`config.mk`:
```
export PLATFORM = sky130hd
export DESIGN_NAME = serial_digit_reg
export DESIGN_NICKNAME = d
export VERILOG_FILES = /design/src/rtl/sdr_pkg.sv /design/src/rtl/sdr_sync_edge.sv /design/src/rtl/sdr_frame_ctl.sv /design/src/rtl/sdr_seg_decode.sv /design/src/rtl/serial_digit_reg.sv
export SDC_FILE = /design/constraint.sdc
export NUM_CORES = 1
export LEC_CHECK = 0
export CORE_ASPECT_RATIO = 1.2
export CORE_MARGIN = 4
export CORE_UTILIZATION = 47
export CTS_CLUSTER_DIAMETER = 200
export DETAILED_ROUTE_END_ITERATION = 16
export GPL_TIMING_DRIVEN = 0
export PLACE_DENSITY = 0.81
export SETUP_SLACK_MARGIN = 0.3
export SLEW_MARGIN = 5
export SYNTH_ARGS = -nofsm -noshare
export SYNTH_HDL_FRONTEND = slang
export SYNTH_SLANG_ARGS = --single-unit
```
`constraint.sdc`:
```
create_clock -name clk -period 1.9 [get_ports clk]
set_input_delay 0.38 -clock clk [delete_from_list [all_inputs] [get_ports clk]]
set_output_delay 0.38 -clock clk [all_outputs]
set_load 0.01 [all_outputs]
```
`src/rtl/sdr_pkg.sv`:
```
package sdr_pkg;
   localparam int SEG_W = 7;
   typedef logic [SEG_W-1:0] seg_t;

   function automatic seg_t font_hex(input logic [3:0] c);
      case (c)
         4'h0: return 7'h3F;  4'h1: return 7'h06;
         4'h2: return 7'h5B;  4'h3: return 7'h4F;
         4'h4: return 7'h66;  4'h5: return 7'h6D;
         4'h6: return 7'h7D;  4'h7: return 7'h07;
         4'h8: return 7'h7F;  4'h9: return 7'h6F;
         4'hA: return 7'h77;  4'hB: return 7'h7C;
         4'hC: return 7'h39;  4'hD: return 7'h5E;
         4'hE: return 7'h79;  default: return 7'h71;
      endcase
   endfunction

   function automatic seg_t font_codeb(input logic [3:0] c);
      case (c)
         4'hA: return 7'h40;
         4'hB: return 7'h79;
         4'hC: return 7'h76;
         4'hD: return 7'h38;
         4'hE: return 7'h73;
         4'hF: return 7'h00;
         default: return font_hex(c);
      endcase
   endfunction
endpackage

```
`src/rtl/sdr_sync_edge.sv`:
```
module sdr_sync_edge #(
   parameter int   STAGES = 2,
   parameter bit   RISE   = 1'b1,
   parameter logic IDLE   = 1'b0
) (
   input  logic clk,
   input  logic rst,
   input  logic din,
   output logic pulse_o
);
   logic [STAGES-1:0] pipe;
   logic              prev;
   logic              lvl;

   generate
      if (STAGES < 2) begin : g_bad_stages
         $error("sdr_sync_edge: STAGES must be at least 2");
      end
   endgenerate

   always_ff @(posedge clk) begin
      if (rst) begin
         pipe <= {STAGES{IDLE}};
         prev <= IDLE;
      end else begin
         pipe <= {pipe[STAGES-2:0], din};
         prev <= pipe[STAGES-1];
      end
   end

   assign lvl = pipe[STAGES-1];

   generate
      if (RISE) begin : g_rise
         assign pulse_o = lvl & ~prev;
      end else begin : g_fall
         assign pulse_o = ~lvl & prev;
      end
   endgenerate

   // one event per edge
   a_r11_single_pulse: assert property (@(posedge clk) disable iff (rst)
      pulse_o |=> !pulse_o);
endmodule

```
`src/rtl/sdr_frame_ctl.sv`:
```
module sdr_frame_ctl #(
   parameter int DATA_W     = 4,
   parameter int ADDR_W     = 4,
   parameter int NUM_DIGITS = 10,
   parameter int MIN_BITS   = 8,
   parameter int MAX_BITS   = 10
) (
   input  logic              clk,
   input  logic              rst,
   input  logic              bit_i,
   input  logic              shift_i,
   input  logic              write_i,
   output logic              ready_o,
   output logic              commit_o,
   output logic [DATA_W-1:0] code_o,
   output logic [ADDR_W-1:0] addr_o,
   output logic              ann1_o,
   output logic              ann2_o
);
   localparam int CNT_W = $clog2(MAX_BITS + 1);
   localparam logic [CNT_W-1:0] CNT_MIN = CNT_W'(MIN_BITS);
   localparam logic [CNT_W-1:0] CNT_MAX = CNT_W'(MAX_BITS);

   logic [MAX_BITS-1:0] frame_q;
   logic [CNT_W-1:0]    cnt_q;
   logic [ADDR_W-1:0]   addr_f;
   logic                addr_ok;

   generate
      if (MIN_BITS != DATA_W + ADDR_W) begin : g_bad_min
         $error("sdr_frame_ctl: MIN_BITS must equal DATA_W+ADDR_W");
      end
      if (MAX_BITS != MIN_BITS + 2) begin : g_bad_max
         $error("sdr_frame_ctl: MAX_BITS must equal MIN_BITS+2");
      end
      if (NUM_DIGITS > (1 << ADDR_W)) begin : g_bad_num
         $error("sdr_frame_ctl: NUM_DIGITS exceeds address space");
      end
   endgenerate

   assign addr_f  = frame_q[DATA_W +: ADDR_W];
   assign addr_ok = {1'b0, addr_f} < (ADDR_W+1)'(NUM_DIGITS);
   assign ready_o = cnt_q >= CNT_MIN;

   always_ff @(posedge clk) begin
      if (rst) begin
         frame_q  <= '0;
         cnt_q    <= '0;
         commit_o <= 1'b0;
         code_o   <= '0;
         addr_o   <= '0;
         ann1_o   <= 1'b0;
         ann2_o   <= 1'b0;
      end else begin
         commit_o <= 1'b0;
         if (write_i) begin
            if (ready_o && addr_ok) begin
               commit_o <= 1'b1;
               code_o   <= frame_q[DATA_W-1:0];
               addr_o   <= addr_f;
               ann2_o   <= frame_q[MIN_BITS];
               ann1_o   <= frame_q[MIN_BITS+1];
            end
            frame_q <= '0;
            cnt_q   <= '0;
         end else if (shift_i) begin
            if (cnt_q == CNT_MAX) begin
               frame_q <= '0;
               cnt_q   <= '0;
            end else begin
               frame_q[cnt_q] <= bit_i;
               cnt_q          <= cnt_q + 1'b1;
            end
         end
      end
   end

   // the bit that completes the minimum frame raises ready
   a_r1_ready_at_min: assert property (@(posedge clk) disable iff (rst)
      (shift_i && !write_i && cnt_q == CNT_MIN - 1'b1) |=> ready_o);
   // a strobe past the maximum length discards the frame
   a_r5_overflow_clear: assert property (@(posedge clk) disable iff (rst)
      (shift_i && !write_i && cnt_q == CNT_MAX) |=> (cnt_q == '0 && !ready_o));
   // any write leaves the receiver at bit 0
   a_r3_write_realigns: assert property (@(posedge clk) disable iff (rst)
      write_i |=> (cnt_q == '0));
   // no commit without a ready frame
   a_r4_no_early_commit: assert property (@(posedge clk) disable iff (rst)
      (write_i && !ready_o) |=> !commit_o);
endmodule

```
`src/rtl/sdr_seg_decode.sv`:
```
module sdr_seg_decode
   import sdr_pkg::*;
#(
   parameter int MODE = 0
) (
   input  logic [3:0] code_i,
   output seg_t       seg_o
);
   generate
      if (MODE == 0) begin : g_hex
         assign seg_o = font_hex(code_i);
      end else if (MODE == 1) begin : g_codeb
         assign seg_o = font_codeb(code_i);
      end else begin : g_bad_mode
         $error("sdr_seg_decode: MODE must be 0 or 1");
         assign seg_o = '0;
      end
   endgenerate
endmodule

```
`src/rtl/serial_digit_reg.sv`:
```
module serial_digit_reg
   import sdr_pkg::*;
#(
   parameter int NUM_DIGITS  = 10,
   parameter int DATA_W      = 4,
   parameter int ADDR_W      = 4,
   parameter int SYNC_STAGES = 2,
   parameter int DECODE_MODE = 0
) (
   input  logic                        clk,
   input  logic                        rst,
   input  logic                        ser_data_i,
   input  logic                        ser_clk_i,
   input  logic                        wr_n_i,
   output logic                        accepted_n_o,
   output logic [NUM_DIGITS*SEG_W-1:0] seg_o,
   output logic [NUM_DIGITS-1:0]       ann1_o,
   output logic [NUM_DIGITS-1:0]       ann2_o
);
   localparam int MIN_BITS = DATA_W + ADDR_W;
   localparam int MAX_BITS = MIN_BITS + 2;

   logic [SYNC_STAGES-1:0] data_pipe;
   logic                   shift_p, write_p, ready;
   logic                   commit, c_ann1, c_ann2;
   logic [DATA_W-1:0]      c_code;
   logic [ADDR_W-1:0]      c_addr;
   seg_t                   dec_seg;

   generate
      if (DATA_W != 4) begin : g_bad_data
         $error("serial_digit_reg: segment fonts need DATA_W of 4");
      end
   endgenerate

   // data bit takes the same number of stages as the strobes
   always_ff @(posedge clk) begin
      if (rst) data_pipe <= '0;
      else     data_pipe <= {data_pipe[SYNC_STAGES-2:0], ser_data_i};
   end

   sdr_sync_edge #(.STAGES(SYNC_STAGES), .RISE(1'b1), .IDLE(1'b0)) u_clk_sync (
      .clk(clk), .rst(rst), .din(ser_clk_i), .pulse_o(shift_p));

   sdr_sync_edge #(.STAGES(SYNC_STAGES), .RISE(1'b0), .IDLE(1'b1)) u_wr_sync (
      .clk(clk), .rst(rst), .din(wr_n_i), .pulse_o(write_p));

   sdr_frame_ctl #(
      .DATA_W(DATA_W), .ADDR_W(ADDR_W), .NUM_DIGITS(NUM_DIGITS),
      .MIN_BITS(MIN_BITS), .MAX_BITS(MAX_BITS)
   ) u_ctl (
      .clk(clk), .rst(rst),
      .bit_i(data_pipe[SYNC_STAGES-1]), .shift_i(shift_p), .write_i(write_p),
      .ready_o(ready), .commit_o(commit), .code_o(c_code), .addr_o(c_addr),
      .ann1_o(c_ann1), .ann2_o(c_ann2));

   sdr_seg_decode #(.MODE(DECODE_MODE)) u_dec (.code_i(c_code), .seg_o(dec_seg));

   assign accepted_n_o = ~ready;

   generate
      for (genvar d = 0; d < NUM_DIGITS; d++) begin : g_digit
         always_ff @(posedge clk) begin
            if (rst) begin
               seg_o[d*SEG_W +: SEG_W] <= '0;
               ann1_o[d]               <= 1'b0;
               ann2_o[d]               <= 1'b0;
            end else if (commit && c_addr == ADDR_W'(d)) begin
               seg_o[d*SEG_W +: SEG_W] <= dec_seg;
               ann1_o[d]               <= c_ann1;
               ann2_o[d]               <= c_ann2;
            end
         end
      end
   endgenerate

   // the controller never commits to a missing digit
   a_r7_addr_in_range: assert property (@(posedge clk) disable iff (rst)
      commit |-> ({1'b0, c_addr} < (ADDR_W+1)'(NUM_DIGITS)));
   // outputs move only after a commit
   a_r4_hold_without_commit: assert property (@(posedge clk) disable iff (rst)
      !commit |=> ($stable(seg_o) && $stable(ann1_o) && $stable(ann2_o)));
   // a commit follows a write seen while ready
   a_r3_commit_after_write: assert property (@(posedge clk) disable iff (rst)
      commit |-> $past(write_p && ready));
endmodule

```
Word-level counts from Yosys, hierarchy flattened:

Memory sizes are Yosys's and may differ from the RTL's. A register that Yosys moved wholly into a read port is not among the register bits.
Cells that the tools add are included.

* flip-flop bits (word level): 123
* bits of input ports: 5
* memory bits (read-only): 112
* output and inout bits: 91
* word-level logic and storage cells: 88
* memories kept: 1

* reductions and logical operators: 16
* $add $sub $neg: 1
* bitwise logic cells: 6
* equality and inequality tests: 10
* multiplexer cells: 8
* $lt $le $gt $ge: 4

Memories
* (no name shown): depth 16, width 7, read ports 1, clocked after Yosys merged registers in 1, wr ports 0, RTL line sdr_pkg.sv:6 `case (c)`

Operators by type and width (count)
* $eq A4 B3 Y1 const B: 4
* $eq A4 B4 Y1 const B: 3
* $logic_and A1 B1 Y1: 12
* $mux W4: 3
* $bwmux W10: 1
* $mux W10: 1
* $eq A4 B2 Y1 const B: 2
* $lt A4 B5 Y1 const B: 1
* $add A4 B1 Y4 const B: 1
* $demux W1 S4: 1
* $eq A4 B1 Y1 const B: 1
* $ge A4 B1 Y1 const B: 1
* $ge A4 B4 Y1 const B: 1
* $logic_not A4 Y1: 1
* $lt A4 B4 Y1 const B: 1
* $not A1 Y1: 4
* $reduce_or A2 Y1: 2
* $and A1 B1 Y1: 2
* $mux W1: 2
* $reduce_and A2 Y1: 1

Longest topological paths before layout:

Gate-level depths: netlist of run 1.

* word-level depth: 6
* depth in mapped cells: 9
* gate-level depth less buffers: 8

Cells and area by module:

A second synthesis of run 1 with hierarchy kept.

* cells, all modules: 524
* area, all modules: 5454.0 sq um

By module, submodules not included
* serial_digit_reg: cells each 330, area an instance 3673.5 sq um, sequential area each 1841.8 sq um, times used 1
* sdr_frame_ctl: cells each 147, area an instance 1312.5 sq um, sequential area each 500.5 sq um, times used 1
* sdr_seg_decode: cells each 33, area an instance 295.3 sq um, sequential area each 0.0 sq um, times used 1
* sdr_sync_edge (u_clk_sync): cells each 7, area an instance 87.6 sq um, sequential area each 60.1 sq um, times used 1
* sdr_sync_edge (u_wr_sync): cells each 7, area an instance 85.1 sq um, sequential area each 60.1 sq um, times used 1

Worst setup path before layout of run 1:

Ideal clock, no wire load.

* kind: reg-to-reg
* start point: register u_ctl.frame_q[5]
* end point: register, netlist name u_dec.seg_o[4]
* library setup time: 0.058 ns
* stages on the path, launching flop included: 10
* data required time: 1.842 ns
* period minus slack after synthesis: 1.936 ns
* path slack: -0.036 ns
* buffers on the path: 1
* data arrival time: 1.878 ns
* cell sequence: dfxtp_1 o21ai_2 and3_4 buf_4 nand2_1 a21oi_2 inv_1 ha_1 a221oi_2 o22a_1

* word-level cells in the longest chain between the ends: 5

Ends and longest elaborated chain
* start, declared: RTL line sdr_frame_ctl.sv:24 `logic [MAX_BITS-1:0] frame_q;`
* start signal, assigned by index: RTL line sdr_frame_ctl.sv:71 `frame_q[cnt_q] <= bit_i;`
* $lt A4 B4 Y1: RTL line sdr_frame_ctl.sv:42 `assign addr_ok = {1'b0, addr_f} < (ADDR_W+1)'(NUM_DIGITS);`
* $logic_and A1 B1 Y1: RTL line sdr_frame_ctl.sv:57 `if (ready_o && addr_ok) begin`
* $reduce_and A2 Y1 (no source line)
* $mux W4 (no source line) (2 in a row)

No other way between the ends.
A chain may end at the register's enable or synchronous reset.

Worst setup path after layout of run 1:

* start point: register u_wr_sync.prev
* end point: register, netlist name u_dec.seg_o[4]

* word-level cells in the longest chain between the ends: 4

Ends and longest elaborated chain
* start, declared: RTL line sdr_sync_edge.sv:12 `logic prev;`
* start signal, assigned: RTL line sdr_sync_edge.sv:27 `prev <= pipe[STAGES-1];`
* $and A1 B1 Y1: RTL line sdr_sync_edge.sv:37 `assign pulse_o = ~lvl & prev;`
* $reduce_and A2 Y1 (no source line)
* $mux W4 (no source line) (2 in a row)

No other way between the ends.

==> results.txt, run 1 <==
Status - completed
RSZ-0062 raised after global routing - yes
Fin. max-slew vios - 0
Commonest non-fill, non-tap cell in the layout - dfxtp_1
Max IR drop VDD - 0.504 mV
Clk pin slew, worst setup/hold paths - 0.05 ns
Post-synthesis cell area - 5150 um^2
Setup Skew - 0.00654 ns
Die Span Y - 123 um
Post-synth EDFFs - 0
Total CTS buffers - 17
Fin. Hold Viols - 0
Post-DRT Antenna Nets - 0
Global placer's final weighted congestion - 0.898
Worst R2R Start - u_wr_sync.prev$_SDFF_PP1_
Crit-path max cell delay - 0.31 ns
Slowest CP cell - dfxtp_2
Worst path arrival time - 2.25 ns
Total routed wirelength - 13600 um
Syn nets - 536
Required time worst endpoint - 2.25 ns
Ant diodes - 0
Clk sink count - 130
R2R depth - 9
Grt total ovfl - 0
H-tree depth - 4
Starting density of the core - 48.5%
Crit path buf inv count - 2
Die area - 12700 um^2
Slew @ Worst Pin - 0.804 ns
Critical path fanouts, max - 4
CP delay by family, top - compound AO/OA/AOI/OAI gates
Count of cell types in the netlist - 52
Worst Hold Launch - u_wr_sync.pipe[0]$_SDFF_PP1_
WL/cell - 17.1 um
Vias in the first global route - 4147
Most frequent cells in the layout - 125 x dfxtp_1, 107 x nor2_1, 94 x mux2i_1, 90 x dlygate4sd2_1, 28 x nand2_1
Max-cap viol count - 0
Setup TNS - 0 ns
Tot Pwr - 6.31 mW
Clk Tree Root Cell - clkbuf_16
Die W - 104 um
I/O pin cnt - 96
Post-synth ARST share - 0%
Fmax achieved - 527 MHz
CP Launch Type - flip-flop
Kind of critical path - flip-flop to flip-flop
DR iter-0 viols - 189
CTS tree - yes
DP Area - 6330 um^2
FP Rows - 41
Fillers - 771
Latest clock arrival within the worst-skew pair - 0.41 ns
Min-delay worst type - flip-flop to flip-flop
Leak pwr - 3.41 nW
Final Cell Area - 7140 um^2
Hold-fix buffers, CTS - 0
Area of the core - 10600 um^2
Global-route wire length before repair - 20700 um
Global Route Usage Sum - 20.5%
Area grow syn2layout - 38.6%
Initial antenna violation count - 0
Synth Flop Type - dfxtp_1
Critical path cell sequence - nor2b_4 > and3_4 > buf_8 > nand2_4 > a21oi_4 > inv_4 > ha_4 > a221oi_2 > o22a_1
Syn Inst Count - 524
DRC errors left - 0
Hold Path End - u_wr_sync.pipe[1]$_SDFF_PP1_
Synth Area per Inst - 9.82 um^2
Largest net degree at the start of global routing - 17
Final net count - 667
Ys Warns - 0
Yosys reg bits - 130
Via density - 5.26
Vias - 4189
Relative slew slack - 46.4%
Final hold slack - 0.406 ns
Tmin final - 1.90 ns
Pwr/cell area - 884 nW/um^2
Port bufs - 95
Final period util - 99.8%
Setup crit end kind - flip-flop
Hold path depth - 1
Reg2reg setup slack - 0.003 ns
Crit Reg-Reg Endpoint - u_dec.seg_o[4]$_DFF_P_
Count of final setup violators - 0
Clock tree buffer depth - 2
Seq/Total Area, Yosys - 50.6%
DP HPWL - 8600 um
Share of layout cells above drive strength 1 - 17.7%
Total iterations of the first detailed-routing run - 4
-- state kept, by name, indices dropped and copies added, names as in the netlist, 2 cells and up --
| name | flops |
|---|---|
| data_pipe | 2 |
| u_wr_sync.pipe | 2 |
| seg_o | 70 |
| u_ctl.cnt_q | 4 |
| u_clk_sync.pipe | 2 |
| u_dec.seg_o | 7 |
| u_ctl.addr_o | 4 |
| u_ctl.frame_q | 10 |
| ann2_o | 10 |
| ann1_o | 10 |
| u_ctl.code_o | 4 |
-- logic make-up (layout without fill, tap and decap cells) --
group                    Yosys count  in the layout  synth area share, %
multiplexers                      98             98                 19.5
adder cells (fa/ha/maj)            7              7                 1.70
buffers and inverters             47            191                 4.13
AND/OR/NAND/NOR                  194            194                 17.9
AO/OA/AOI/OAI                     47             47                 6.05
XOR/XNOR                           1              1                0.170
flip-flops                       130            130                 50.6
-- routing by layer --
layer / global-route usage (%) / up-vias / part of all wire, %
li1: - / 2026 / -
met2: 37.3 / 139 / 52
met4: 8.89 / 0 / 3.0
met3: 6.15 / 31 / 5.5
met5: 0 / - / 0
met1: 22.1 / 1993 / 39
-- timing repair --
item,CTS,global route
pin swaps,5,5
gates resized for setup,101,42
buffers inserted,8,9
endpoints found under the hold margin,0,0
endpoints found under the setup margin,197,111
-- final cells by class --
type	instances	area [um^2]	area share, %
Multi-Input combinational cell	347	2460	34.4
Buffer	38	205	2.88
Inverter	9	48.8	0.684
Sequential cell	130	2610	36.6
Clock buffer	20	457	6.40
Clock inverter	12	180	2.52
Timing Repair Buffer	112	1020	14.2
Tap cell	129	161	2.26
-- cells in the mapped netlist (4+ instances only) --
master,count,area [um^2]
nand2b_1,5,31.3
o22a_1,4,35.0
buf_2,8,40.0
inv_1,7,26.3
clkbuf_1,22,82.6
nand2_1,32,120
nor3_1,4,20.0
mux2i_1,95,951
o21ai_0,9,45.0
nor3b_1,4,30.0
buf_4,5,37.5
nor2_1,107,402
ha_1,7,87.6
nor2b_1,9,56.3
a21oi_1,17,85.1
nand3_1,8,40.0
dfxtp_1,130,2600
-- stage by stage --
stage | utilization, % | setup slack [ns] | instances
final | 67.2 | 0.00328 | 797
after global placement | 59.6 | -0.470 | 748
after detailed placement | 59.6 | -0.520 | 748
after CTS | 65.3 | 0.0851 | 788
after global routing | 67.2 | -0.0672 | 797
after floorplan | - | 0.110 | 524
-- worst register-to-register path: stages, from the launching register on --
cell and delay [ns]:
dfxtp_2 0.31, nor2b_4 0.20, and3_4 0.23, buf_8 0.12, nand2_4 0.06, a21oi_4 0.25
inv_4 0.09, ha_4 0.19, a221oi_2 0.23, o22a_1 0.16
-- report_power, final --
| part | internal [mW] | total, mW | switching (mW) |
|---|---|---|---|
| registers | 2.73 | 2.74 | 0.00322 |
| logic | 0.0305 | 0.0958 | 0.0653 |
| clock network | 2.27 | 3.48 | 1.21 |
-- how the worst max path moves through the flow --
stage                                  start                      to  slack (ns)  cells past startpoint
2_1_floorplan  u_ctl.frame_q[6]$_SDFFE_PP0P_  u_dec.seg_o[4]$_DFF_P_        0.11                      9
3_3_place_gp                             rst  u_dec.seg_o[6]$_DFF_P_       -0.47                      8
3_5_place_dp                             rst  u_dec.seg_o[6]$_DFF_P_       -0.52                      8
4_1_cts            u_wr_sync.prev$_SDFF_PP1_  u_dec.seg_o[4]$_DFF_P_        0.09                      9
5_1_grt        u_ctl.frame_q[6]$_SDFFE_PP0P_  u_dec.seg_o[4]$_DFF_P_       -0.07                      9
6_report           u_wr_sync.prev$_SDFF_PP1_  u_dec.seg_o[4]$_DFF_P_       0.003                      9
Note: power is estimated with default switching activity, not from simulation.
==> run 2, diff against run 1 <==
--- a/config.mk
+++ b/config.mk
@@ -5,6 +5,7 @@
 export SDC_FILE = /design/constraint.sdc
 export NUM_CORES = 1
 export LEC_CHECK = 0
+export CAP_MARGIN = 15
 export CORE_ASPECT_RATIO = 1.2
 export CORE_MARGIN = 4
 export CORE_UTILIZATION = 47
@@ -17,3 +18,4 @@
 export SYNTH_ARGS = -nofsm -noshare
 export SYNTH_HDL_FRONTEND = slang
 export SYNTH_SLANG_ARGS = --single-unit
+export TNS_END_PERCENT = 5
==> results.txt, run 2 (same netlist as run 1, synthesis figures left out) <==
Status - completed
Global-route wire length before repair - 20400 um (-1.5%)
WL/cell - 17.1 um (+0.22%)
DP HPWL - 8510 um (-1.0%)
Largest net degree at the start of global routing - 17 (unchanged)
Setup TNS - 0 ns (unchanged)
Final period util - 99.1% (-0.68 points)
Area of the core - 10600 um^2 (unchanged)
Global placer's final weighted congestion - 0.864 (-3.8%)
Total routed wirelength - 13700 um (+0.60%)
Max IR drop VDD - 0.581 mV (+15%)
DR iter-0 viols - 205 (+8.5%)
Share of layout cells above drive strength 1 - 17.3% (-0.38 points)
Die W - 104 um (unchanged)
CP Launch Type - flip-flop
Post-DRT Antenna Nets - 0 (unchanged)
RSZ-0062 raised after global routing - yes
Area grow syn2layout - 44.5%
Total iterations of the first detailed-routing run - 5 (+1)
Kind of critical path - flip-flop to flip-flop
Fin. Hold Viols - 0 (unchanged)
Total CTS buffers - 17 (unchanged)
Slew @ Worst Pin - 0.740 ns (-0.0639 ns)
I/O pin cnt - 96 (unchanged)
Grt total ovfl - 0 (unchanged)
Pwr/cell area - 837 nW/um^2 (-5.4%)
Commonest non-fill, non-tap cell in the layout - dfxtp_1
Initial antenna violation count - 0 (unchanged)
Max-cap viol count - 0 (unchanged)
H-tree depth - 4 (unchanged)
Largest Register - seg_o
Vias - 4277 (+2.1%)
Final net count - 670 (+0.45%)
Ant diodes - 0 (unchanged)
Clk Tree Root Cell - clkbuf_16
Most frequent cells in the layout - 125 x dfxtp_1, 107 x nor2_1, 94 x mux2i_1, 90 x dlymetal6s2s_1, 29 x nand2_1
Critical path fanouts, max - 4 (unchanged)
Worst path arrival time - 2.18 ns (-0.07 ns)
Crit Reg-Reg Endpoint - u_dec.seg_o[1]$_DFF_P_
Hold Path End - u_wr_sync.pipe[1]$_SDFF_PP1_
Vias in the first global route - 4138 (-0.22%)
Clk pin slew, worst setup/hold paths - 0.06 ns (about the same)
DRC errors left - 0 (unchanged)
Latest clock arrival within the worst-skew pair - 0.41 ns (about the same)
Count of final setup violators - 0 (unchanged)
Port bufs - 95 (unchanged)
Worst R2R Start - u_wr_sync.prev$_SDFF_PP1_
Setup crit end kind - flip-flop
Reg2reg setup slack - 0.02 ns (about the same)
Via density - 5.35 (+1.7%)
Global Route Usage Sum - 20.1% (-0.32 points)
FP Rows - 41 (unchanged)
Fmax achieved - 531 MHz (+0.69%)
Relative slew slack - 50.7% (+4.3 points)
Starting density of the core - 48.5% (unchanged)
Max reg flops - 70 (unchanged)
Setup Skew - 0.00935 ns (+0.00281 ns)
Fin. max-slew vios - 0 (unchanged)
Clk sink count - 130 (unchanged)
Die area - 12700 um^2 (unchanged)
Tmin final - 1.88 ns (-0.0130 ns)
Hold path depth - 1 (unchanged)
Fin util - 70.1% (+2.9 points)
R2R depth - 9 (unchanged)
CTS tree - yes
Leak pwr - 4.65 nW (+36%)
Required time worst endpoint - 2.19 ns (-0.06 ns)
Clock tree buffer depth - 2 (unchanged)
Worst Hold Launch - u_wr_sync.pipe[0]$_SDFF_PP1_
Min-delay worst type - flip-flop to flip-flop
Die Span Y - 123 um (unchanged)
## run 2: cell count changes in the layout (fill, tap and decap cells not counted), moves of 5 or more
cell,change
buf_4,+7
clkbuf_1,+5
dlymetal6s2s_1,+90
clkbuf_2,-6
dlygate4sd2_1,-90
## run 2: metal layers
layer / up-vias / track usage (%) / share of wire [%]
met1: 2042 / 22.0 / 40
met3: 32 / 5.94 / 5.5
met4: 0 / 9.39 / 2.7
li1: 2039 / - / -
met5: - / 0 / 0
met2: 164 / 36.2 / 52
## run 2: worst max path at each step
stage	slack, ns	cells past startpoint	end	from
4_1_cts	0.09	9	u_dec.seg_o[3]$_DFF_P_	u_ctl.frame_q[5]$_SDFFE_PP0P_
6_report	0.02	9	u_dec.seg_o[1]$_DFF_P_	u_wr_sync.prev$_SDFF_PP1_
3_5_place_dp	-0.53	8	u_dec.seg_o[6]$_DFF_P_	rst
5_1_grt	-0.07	9	u_dec.seg_o[1]$_DFF_P_	u_wr_sync.prev$_SDFF_PP1_
2_1_floorplan	0.11	9	u_dec.seg_o[4]$_DFF_P_	u_ctl.frame_q[6]$_SDFFE_PP0P_
3_3_place_gp	-0.48	8	u_dec.seg_o[0]$_DFF_P_	rst
## run 2: timing repair
action                     CTS  global route
pin swaps                   10             4
buffers inserted            15             5
setup endpoints to repair  197           162
gates resized for setup     16           119
hold buffers                 0             0
## run 2: critical path: stages, from the launching register on
cell	delay [ns]
dfxtp_1	0.31
nor2b_4	0.20
and3_4	0.22
buf_8	0.11
nand2_4	0.06
a21oi_4	0.22
buf_4	0.16
ha_4	0.20
a22oi_2	0.21
o21bai_1	0.08
## run 2: final cells by class
class	instances	area, um^2
Fill cell	684	3180
Sequential cell	130	2610
Inverter	9	48.8
Clock buffer	19	433
Multi-Input combinational cell	347	2450
Clock inverter	13	185
Timing Repair Buffer	115	1350
Tap cell	129	161
Buffer	38	203
## run 2: through the flow
| stage | setup slack [ns] | total power, mW | hold WS, ns | cells | cell area [um^2] |
|---|---|---|---|---|---|
| finish | 0.0163 | 6.23 | 0.425 | 800 | 7440 |
| global route | -0.0682 | 6.38 | 0.452 | 800 | 7440 |
| global placement | -0.479 | 2.88 | 0.392 | 748 | 6330 |
| CTS | 0.0892 | 6.25 | 0.426 | 795 | 7090 |
| floorplan | 0.110 | 2.86 | 0.389 | 524 | 5220 |
| detailed placement | -0.534 | 2.89 | 0.412 | 748 | 6330 |
## run 2: report_power, final
part	internal, mW	total (mW)	switching [mW]
Sequential	2.74	2.74	0.00322
Combinational	0.0295	0.0939	0.0644
Clock	2.20	3.39	1.20
Total	4.96	6.23	1.27
==> run 3, diff against run 2 <==
--- a/config.mk
+++ b/config.mk
@@ -6,16 +6,20 @@
 export NUM_CORES = 1
 export LEC_CHECK = 0
 export CAP_MARGIN = 15
+export CELL_PAD_IN_SITES_DETAIL_PLACEMENT = 0
+export CELL_PAD_IN_SITES_GLOBAL_PLACEMENT = 1
 export CORE_ASPECT_RATIO = 1.2
 export CORE_MARGIN = 4
-export CORE_UTILIZATION = 47
+export CORE_UTILIZATION = 37
 export CTS_CLUSTER_DIAMETER = 200
 export DETAILED_ROUTE_END_ITERATION = 16
 export GPL_TIMING_DRIVEN = 0
 export PLACE_DENSITY = 0.81
 export SETUP_SLACK_MARGIN = 0.3
+export SKIP_CTS_REPAIR_TIMING = 1
 export SLEW_MARGIN = 5
 export SYNTH_ARGS = -nofsm -noshare
 export SYNTH_HDL_FRONTEND = slang
+export SYNTH_HIERARCHICAL = 1
 export SYNTH_SLANG_ARGS = --single-unit
 export TNS_END_PERCENT = 5
==> results.txt, run 3 <==
Clk Tree Root Cell - clkbuf_16
Seq/Total Area, Yosys - 45.1% (-5.4 points)
Required time worst endpoint - 1.52 ns (-0.67 ns)
Post-synthesis cell area - 5450 um^2 (+6.0%)
Synth area leaders - dfxtp_1 45%, mux2i_1 19%, nand2b_1 14%
Min-delay worst type - input port to flip-flop
Post-synth EDFFs - 0 (unchanged)
DR iter-0 viols - 218 (+6.3%)
Synth Flop Type - dfxtp_1
Worst R2R Start - u_ctl/code_o[0]$_SDFFE_PP0P_
Seq pwr share - 42.1% (-1.9 points)
Synth top cells by count - 123 x dfxtp_1, 121 x nand2b_1, 101 x mux2i_1
Leak pwr - 3.18 nW (-31%)
Top cell type's share of synthesized area - 45.1% (-5.4 points)
Latest clock arrival within the worst-skew pair - 0.42 ns (about the same)
CTS tree - yes
Most frequent cells in the layout - 121 x nand2b_1, 119 x dfxtp_1, 101 x mux2i_1, 94 x clkdlybuf4s50_1, 17 x clkbuf_16
Syn nets - 536 (unchanged)
Ys Warns - 6 (+6)
Worst Hold Launch - rst
Area grow syn2layout - 34.2%
Combinational power share - 3.0% (+1.5 points)
Fin. Hold Viols - 0 (unchanged)
Syn Inst Count - 524 (unchanged)
Commonest non-fill, non-tap cell in the layout - nand2b_1
Slew @ Worst Pin - 0.433 ns (-0.307 ns)
Global Route Usage Sum - 16.3% (-3.9 points)
Global placer's final weighted congestion - 0.865 (about the same)
Switch Pwr - 1.36 mW (+7.7%)
Setup crit end kind - output pin
Max reg flops - 70 (unchanged)
Tot Pwr - 6.16 mW (-1.1%)
Starting density of the core - 37.8% (-11 points)
Via density - 4.87 (-8.9%)
I/O pin cnt - 96 (unchanged)
Post-DRT Antenna Nets - 0 (unchanged)
Max-cap viol count - 0 (unchanged)
Area of the core - 14400 um^2 (+36%)
Cell taking the most area after synthesis - dfxtp_1
H-tree depth - 4 (unchanged)
Worst path arrival time - 1.43 ns (-0.75 ns)
DRC errors left - 0 (unchanged)
Relative slew slack - 71.1% (+20 points)
Count of cell types in the netlist - 57 (+9.6%)
Clk network pwr share - 55.0% (+0.5 points)
Total CTS buffers - 17 (unchanged)
P_int - 4.79 mW (-3.4%)
Initial antenna violation count - 0 (unchanged)
Tmin final - 1.81 ns (-0.0749 ns)
Die area - 16800 um^2 (+32%)
Count of final setup violators - 0 (unchanged)
CP Launch Type - flip-flop
Port bufs - 95 (unchanged)
Clk sink count - 123 (-5.4%)
Global-route wire length before repair - 21600 um (+5.5%)
Placed Instances - 794 (+6.1%)
Most common cell in the netlist - dfxtp_1
Ant diodes - 0 (unchanged)
Largest net degree at the start of global routing - 17 (unchanged)
Die Span Y - 141 um (+15%)
Finished Layout Cells - 826 (+3.3%)
Kind of critical path - flip-flop to output pin
Synth Area per Inst - 10.4 um^2 (+6.0%)
Setup Skew - 0.0118 ns (+0.00246 ns)
Fin. max-slew vios - 0 (unchanged)
Final net count - 650 (-3.0%)
WL/cell - 16.3 um (-4.5%)
Pwr/cell area - 841 nW/um^2 (+0.53%)
Share of layout cells above drive strength 1 - 13.8% (-3.5 points)
Total iterations of the first detailed-routing run - 4 (-1)
CP startpoint - u_ctl/cnt_q[3]$_SDFFE_PP0P_
Vias - 4023 (-5.9%)
Critical path fanouts, max - 8 (+4)
Total routed wirelength - 13500 um (-1.4%)
Max IR drop VDD - 0.477 mV (-18%)
Largest Register - seg_o
Clk pin slew, worst setup/hold paths - 0.06 ns (about the same)
RSZ-0062 raised after global routing - yes
Die W - 119 um (+15%)
Sw frac - 22.2% (+1.8 points)
Grt total ovfl - 0 (unchanged)
Vias in the first global route - 4111 (-0.65%)
Final hold slack - 0.400 ns (-0.0247 ns)
FP Rows - 48 (+17%)
DP HPWL - 9630 um (+13%)
Final period util - 95.2% (-3.9 points)
Post-synth ARST share - 0% (unchanged)
Status - completed
Yosys reg bits - 123 (-5.4%)
Clock tree buffer depth - 2 (unchanged)
Fmax achieved - 553 MHz (+4.1%)
## run 3: changes by cell type in the layout (fill, tap and decap cells not counted), sizes merged, moves of 4 or more
cell	change
o22a	-4
inv	+5
dlymetal6s2s	-89
nand2	-13
dfxtp	-7
buf	-17
clkdlybuf4s50	+90
nor3b	-4
mux2i	+4
a21oi	-5
clkinv	-5
nand2b	+116
nor2	-104
## run 3: area by class of cell
class                      instances  area [um^2]
fill                            1331         7090
multi-input combinational        352         2770
sequential                       123         2470
timing repair buffer              95          953
clock buffer                      18          439
buffer                            40          246
tap                              175          219
clock inverter                    14          184
inverter                           9         33.8
## run 3: power by group through the flow
stage                     combinational (mW)  sequential, mW  clock (mW)
after floorplan                        0.121            2.65           0
after global routing                   0.198            2.59        3.56
after CTS                              0.181            2.59        3.44
after global placement                 0.176            2.65           0
after detailed placement               0.180            2.65           0
final                                  0.183            2.59        3.39
## run 3: logic make-up (layout without fill, tap and decap cells)
group	Yosys count	in the layout	synth area share, %
compound gates	39	39	4.66
xor+xnor	4	4	0.642
fa+ha+maj	7	7	1.61
buf+inv	49	176	4.50
flops	123	123	45.1
mux	106	106	19.9
simple gates	196	196	23.5
## run 3: worst max-delay path, stage by stage, from the launching register on
cell	delay, ns
dfxtp_2	0.36
clkbuf_1	0.10
inv_1	0.04
clkdlybuf4s50_1	0.52
## run 3: worst paths after layout
path | slack, ns | depth (start not counted) | endpoint
setup / recovery | 0.09 | 3 | accepted_n_o
hold / removal | 0.40 | 2 | u_clk_sync/prev$_SDFF_PP0_
setup reg to reg | 0.15 | 6 | seg_o[59]$_SDFFE_PP0P_
hold reg to reg | 0.41 | 1 | u_wr_sync/pipe[1]$_SDFF_PP1_
## run 3: routing by layer
metal | wire [um] | up-vias | global-route usage [%]
met3 | 665 | 16 | 3.97
met5 | 0 | - | 0
met2 | 6800 | 94 | 28.8
li1 | - | 1989 | -
met4 | 230 | 0 | 5.55
met1 | 5790 | 1924 | 19.2
## run 3: metrics by stage
stage          worst slack, ns  utilization [%]  area [um^2]  setup TNS (ns)
3_5_place_dp            -0.649             46.0         6640          -46.06
2_1_floorplan            0.312                -         5470               0
4_1_cts                 -0.213             50.4         7260           -7.57
5_1_grt                 0.0386             50.8         7320               0
6_report                0.0912             50.8         7320               0
3_3_place_gp            -0.596             46.0         6640          -43.35
